`src/rtl/lin_brk_pkg.sv`:
```
package lin_brk_pkg;
  typedef enum logic [1:0] {
    BRK_IDLE  = 2'd0,
    BRK_LOW   = 2'd1,
    BRK_DELIM = 2'd2
  } brk_state_e;
endpackage

```
`src/rtl/lin_brk_cnt.sv`:
```
module lin_brk_cnt #(
  parameter int CW = 7
) (
  input  logic          clk_i,
  input  logic          rst_ni,
  input  logic          clr_i,
  input  logic          adv_i,
  output logic [CW-1:0] cnt_o
);
  logic [CW-1:0] cnt_q;

  always_ff @(posedge clk_i or negedge rst_ni) begin
    if (!rst_ni)    cnt_q <= '0;
    else if (clr_i) cnt_q <= '0;
    else if (adv_i) cnt_q <= cnt_q + CW'(1);
  end

  assign cnt_o = cnt_q;
endmodule

```
`src/rtl/lin_brk_fsm.sv`:
```
module lin_brk_fsm
  import lin_brk_pkg::*;
#(
  parameter int LOW_TICKS = 104,
  parameter int PERIOD    = 112,
  parameter int CW        = 7
) (
  input  logic          clk_i,
  input  logic          rst_ni,
  input  logic          start_i,
  input  logic          tick_i,
  input  logic          abort_i,
  input  logic [CW-1:0] cnt_i,
  output logic          clr_o,
  output logic          adv_o,
  output logic          drive_low_o,
  output logic          release_o,
  output logic          busy_o,
  output logic          tc_o
);
  brk_state_e state_q, state_d;
  logic       tc_q;
  logic       last_low, last_all, accept, fin;

  assign last_low = (cnt_i == CW'(LOW_TICKS - 1));
  assign last_all = (cnt_i == CW'(PERIOD - 1));
  assign accept   = (state_q == BRK_IDLE) && start_i;
  assign fin      = (state_q == BRK_DELIM) && tick_i && last_all && !abort_i;

  always_comb begin
    state_d = state_q;
    unique case (state_q)
      BRK_IDLE:  if (start_i) state_d = BRK_LOW;
      BRK_LOW: begin
        if (abort_i)                  state_d = BRK_IDLE;
        else if (tick_i && last_low)  state_d = BRK_DELIM;
      end
      BRK_DELIM: begin
        if (abort_i || fin) state_d = BRK_IDLE;
      end
      default: state_d = BRK_IDLE;
    endcase
  end

  always_ff @(posedge clk_i or negedge rst_ni) begin
    if (!rst_ni) begin
      state_q <= BRK_IDLE;
      tc_q    <= 1'b0;
    end else begin
      state_q <= state_d;
      tc_q    <= fin;
    end
  end

  // counter halts on the final tick instead of wrapping
  assign adv_o       = tick_i && (state_q != BRK_IDLE) && !abort_i &&
                       !((state_q == BRK_DELIM) && last_all);
  assign clr_o       = accept;
  assign drive_low_o = accept;
  assign release_o   = ((state_q != BRK_IDLE) && abort_i) ||
                       ((state_q == BRK_LOW) && tick_i && last_low);
  assign busy_o      = (state_q != BRK_IDLE);
  assign tc_o        = tc_q;
endmodule

```
`src/rtl/lin_brk_line.sv`:
```
module lin_brk_line (
  input  logic clk_i,
  input  logic rst_ni,
  input  logic drive_low_i,
  input  logic release_i,
  output logic tx_o
);
  logic tx_q;

  // line held by its own flop; only an accepted start may pull it low
  always_ff @(posedge clk_i or negedge rst_ni) begin
    if (!rst_ni)          tx_q <= 1'b1;
    else if (drive_low_i) tx_q <= 1'b0;
    else if (release_i)   tx_q <= 1'b1;
  end

  assign tx_o = tx_q;
endmodule

```
`src/rtl/lin_brk_gen.sv`:
```
module lin_brk_gen #(
  parameter int OVS      = 8,
  parameter int BRK_BITS = 13,
  parameter int DLM_BITS = 1
) (
  input  logic clk_i,
  input  logic rst_ni,
  input  logic tick_i,
  input  logic start_i,
  input  logic abort_i,
  output logic tx_o,
  output logic busy_o,
  output logic tc_o
);
  localparam int LOW_TICKS = OVS * BRK_BITS;
  localparam int PERIOD    = OVS * (BRK_BITS + DLM_BITS);
  localparam int CW        = $clog2(PERIOD);

  logic [CW-1:0] cnt;
  logic          clr, adv, drive_low, release_line;

  lin_brk_cnt #(.CW(CW)) u_cnt (
    .clk_i  (clk_i),
    .rst_ni (rst_ni),
    .clr_i  (clr),
    .adv_i  (adv),
    .cnt_o  (cnt)
  );

  lin_brk_fsm #(
    .LOW_TICKS(LOW_TICKS),
    .PERIOD   (PERIOD),
    .CW       (CW)
  ) u_fsm (
    .clk_i       (clk_i),
    .rst_ni      (rst_ni),
    .start_i     (start_i),
    .tick_i      (tick_i),
    .abort_i     (abort_i),
    .cnt_i       (cnt),
    .clr_o       (clr),
    .adv_o       (adv),
    .drive_low_o (drive_low),
    .release_o   (release_line),
    .busy_o      (busy_o),
    .tc_o        (tc_o)
  );

  lin_brk_line u_line (
    .clk_i       (clk_i),
    .rst_ni      (rst_ni),
    .drive_low_i (drive_low),
    .release_i   (release_line),
    .tx_o        (tx_o)
  );
endmodule

```
`config.mk`:
```
export PLATFORM = sky130hd
export DESIGN_NAME = lin_brk_gen
export DESIGN_NICKNAME = d
export VERILOG_FILES = /design/src/rtl/lin_brk_pkg.sv /design/src/rtl/lin_brk_cnt.sv /design/src/rtl/lin_brk_fsm.sv /design/src/rtl/lin_brk_line.sv /design/src/rtl/lin_brk_gen.sv
export SDC_FILE = /design/constraint.sdc
export NUM_CORES = 1
export LEC_CHECK = 0
export ABC_AREA = 1
export BUFFER_PORTS_ARGS = -buffer_cell sky130_fd_sc_hd__buf_2
export CAP_MARGIN = 0
export CORE_AREA = 2 2 39 41
export CTS_BUF_LIST = sky130_fd_sc_hd__clkbuf_16
export DETAILED_ROUTE_END_ITERATION = 7
export DIE_AREA = 0 0 41 43
export GPL_ROUTABILITY_DRIVEN = 0
export GPL_TIMING_DRIVEN = 0
export PLACE_DENSITY_LB_ADDON = 0.12
export SYNTH_ARGS = -nofsm -noshare
export SYNTH_HDL_FRONTEND = slang
export SYNTH_HIERARCHICAL = 1
export SYNTH_SLANG_ARGS = --single-unit
export TNS_END_PERCENT = 50
```
`constraint.sdc`:
```
create_clock -name clk_i -period 2.2 [get_ports clk_i]
set_input_delay 0.22 -clock clk_i [delete_from_list [all_inputs] [get_ports clk_i]]
set_output_delay 0.22 -clock clk_i [all_outputs]
set_load 0.05 [all_outputs]
```
==> results.md <==
* Status: finished, final reports clean
* Layout fillers at 120
* Clock buffer depth at 2
* Clock transition at path regs at 0.04 ns
* Die area at 0.00176 mm²
* Pre-CTS setup slack at around 0.7 ns
* CTS tree: yes
* IO Count at 8
* DR vias at between 500 and 600
* Crit path largest cell delay at 0.39 ns
* Drt pass-1 iters at 5
* Vias/cell at around 5.1
* Mean post-synth cell area at 7.78 µm²
* Cell Chain, Critical Path: nand2_1 > nor2_1 > nand3b_1 > nand4_1 > inv_1 > nor2_4 > inv_2 > a21oi_1 > nor2_1
* Worst-margin pin slew at 0.247 ns
* Ys Warns at 6
* #FFs+latches synth at 11
* Slew Limit Fails at 0
* Slowest cell on the critical path: dfrtp_1
* HPWL after detailed placement at approximately 980 µm
* Die height at around 43 µm
* CP Class: flop to flop
* Antenna cells at 0
* DRT iter0 DRCs at 13
* Antenna viol nets, final at 0
* Initial core utilization at 48.4%
* Max Cap Viol at 0
* Startpoint types: flop
* Final hold violation count at 0
* Sink Count at 11
* Max transition margin at ~84%
* First-pass GRT wire length at 2210 µm
* GRT overflow at 0
* LEAKAGE at around 0.42 nW
* Row Count at 14
* Peak VDD IR at around 630 µV
* Final setup margin at approximately 0.67 ns
* Setup crit end kind: flop
* Initial antenna violation count at 0
* Total CTS buffers at 3
* RSZ-0062 raised after global routing: no
* Mapped cell area at 669 µm²
* H-tree depth at 1
* Crit path max fanout at 5
* DRC at 0
* Root Driver: clkbuf_16
* Clk_lat worst skew at 0.24 ns
* Max Clock Freq at roughly 0.65 GHz
* Worst EP arrival at 1.65 ns
* Min cycle time layout at around 1.5 ns
* Final #Nets at between 100 and 150
* Die width at slightly above 40 µm
* WL per Instance at around 11 µm
* Port Buf Inserts at 7
* # Post-CTS Setup Buffers at 0
* Hold Path Class: input pin to flop
* Setup TNS at 0 ns
* Syn Inst Count at 86
* Gr usage total at between 10% and 20%
* Worst Skew at approximately 0.0017 ns
* Crit path required time at between 2 and 2.5 ns
* Vias in the first global route at 515
* Syn Nets at 92
* Final setup viols at 0
* Wirelength, routed at between 1000 and 1500 µm
* Core Region at about 0.0014 mm²
* Syn-to-layout area delta at 21.5%
* Final Power at 0.000938 W
* Pwr/cell area at ~1200 mW/mm²
* Fin crit share at 69.4%
* Worst path most repeated cell: nor2_1
* Share of layout cells above drive strength 1 at between 30% and 40%
* Largest net degree at the start of global routing at 12
* Synth unique cells at 21
* Sequential share of the synthesized area at between 40% and 50%
==> stage by stage <==
step | area [µm²] | instances | utilization (%) | hold WS, ns
final | 813 | 114 | 58.8 | 0.177
after floorplan | 669 | 86 | - | -0.0756
after CTS | 813 | 114 | 58.8 | 0.177
after global routing | 813 | 114 | 58.8 | 0.174
after detailed placement | 724 | 109 | 52.4 | 0.102
after global placement | 724 | 109 | 52.4 | 0.101
==> power by group <==
| group | internal [W] | switching [W] | total, W |
|---|---|---|---|
| Clock | 0.000238 | 0.0000882 | 0.000327 |
| Combinational | 0.0000936 | 0.000237 | 0.000330 |
| Sequential | 0.000249 | 0.0000323 | 0.000281 |
| Total | 0.000581 | 0.000357 | 0.000938 |
==> cells in the final DEF (no fill, tap or decap), types with 2 or more instances in the layout <==
| cell | synthesis | routed |
|---|---|---|
| a21oi_1 | 5 | 5 |
| buf_2 | 0 | 7 |
| clkbuf_16 | 0 | 3 |
| dfrtp_1 | 10 | 10 |
| inv_1 | 9 | 10 |
| inv_2 | 4 | 4 |
| nand2_1 | 16 | 16 |
| nand2_2 | 2 | 2 |
| nand3_1 | 6 | 6 |
| nand4_1 | 2 | 2 |
| nor2_1 | 10 | 10 |
| nor2_2 | 7 | 7 |
| nor2_4 | 3 | 3 |
| o21ai_1 | 3 | 3 |
==> what timing repair did <==
item,4_1_cts,5_1_grt
hold buffers,1,0
resized for setup,0,0
hold endpoints to repair,10,0
==> registers in the layout (all words and copies together) (netlist names) <==
| name | flops |
|---|---|
| u_cnt/cnt_o | 7 |
| u_fsm/state_q | 2 |
| u_fsm/tc_o | 1 |
| u_line/tx_o | 1 |
==> area by class of cell <==
type | instances | area, µm² | share of cell area [%]
inverter | 13 | 48.8 | 6.00
buffer | 1 | 7.51 | 0.923
sequential | 11 | 277 | 34.0
multi-input combinational | 61 | 337 | 41.4
clock inverter | 1 | 3.75 | 0.462
tap | 16 | 20.0 | 2.46
timing repair buffer | 8 | 45.0 | 5.54
clock buffer | 3 | 75.1 | 9.23
==> critical path, delay by kind of cell, from the launching register on <==
| family | cells | cell delay, ns |
|---|---|---|
| AOI/OAI and AO/OA | 1 | 0.15 |
| buffers and inverters | 2 | 0.20 |
| and+or+nand+nor | 6 | 0.67 |
| DFF | 1 | 0.39 |
==> final timing paths <==
kind | slack (ns) | depth (start not counted) | end | from
worst min-delay path | 0.18 | 2 | u_fsm/tc_o$_DFF_PN0_ | abort_i
worst max register to register | 0.67 | 9 | u_cnt/cnt_o[3]$_DFFE_PN0P_ | u_cnt/cnt_o[1]$_DFFE_PN0P_
min in group asynchronous | 0.38 | 2 | u_cnt/cnt_o[4]$_DFFE_PN0P_ | rst_ni
worst max-delay path | 0.67 | 9 | u_cnt/cnt_o[3]$_DFFE_PN0P_ | u_cnt/cnt_o[1]$_DFFE_PN0P_
worst min register to register | 0.49 | 2 | u_line/tx_o$_DFFE_PN1P_ | u_line/tx_o$_DFFE_PN1P_
max in group asynchronous | 1.56 | 2 | u_line/tx_o$_DFFE_PN1P_ | rst_ni
==> routing by layer <==
layer | vias up | GRT usage (%) | part of all wire [%]
met5 | - | 0 | 0
met4 | 0 | 8.00 | 0
met3 | 0 | 6.28 | 2.6
met2 | 9 | 27.8 | 52
met1 | 272 | 23.8 | 45
li1 | 296 | - | -
==> synth_stat cells, drive strengths merged <==
cell	count	area [µm²]
a21oi	6	33.8
buf	1	7.51
dfrtp	10	250
dfstp	1	26.3
ha	1	12.5
inv	13	48.8
nand2	18	72.6
nand3	7	40.0
nand3b	1	7.51
nand4	3	25.0
nor2	20	115
nor3	1	10.0
o21ai	4	20.0
==> logic make-up after synthesis <==
family                   Yosys count  share of synthesized area [%]
buffers and inverters             14                           8.41
flip-flops                        11                           41.3
AO/OA/AOI/OAI                     10                           8.04
adder cells (fa/ha/maj)            1                           1.87
AND/OR/NAND/NOR                   50                           40.4
Power figures use the tool's default switching activity.
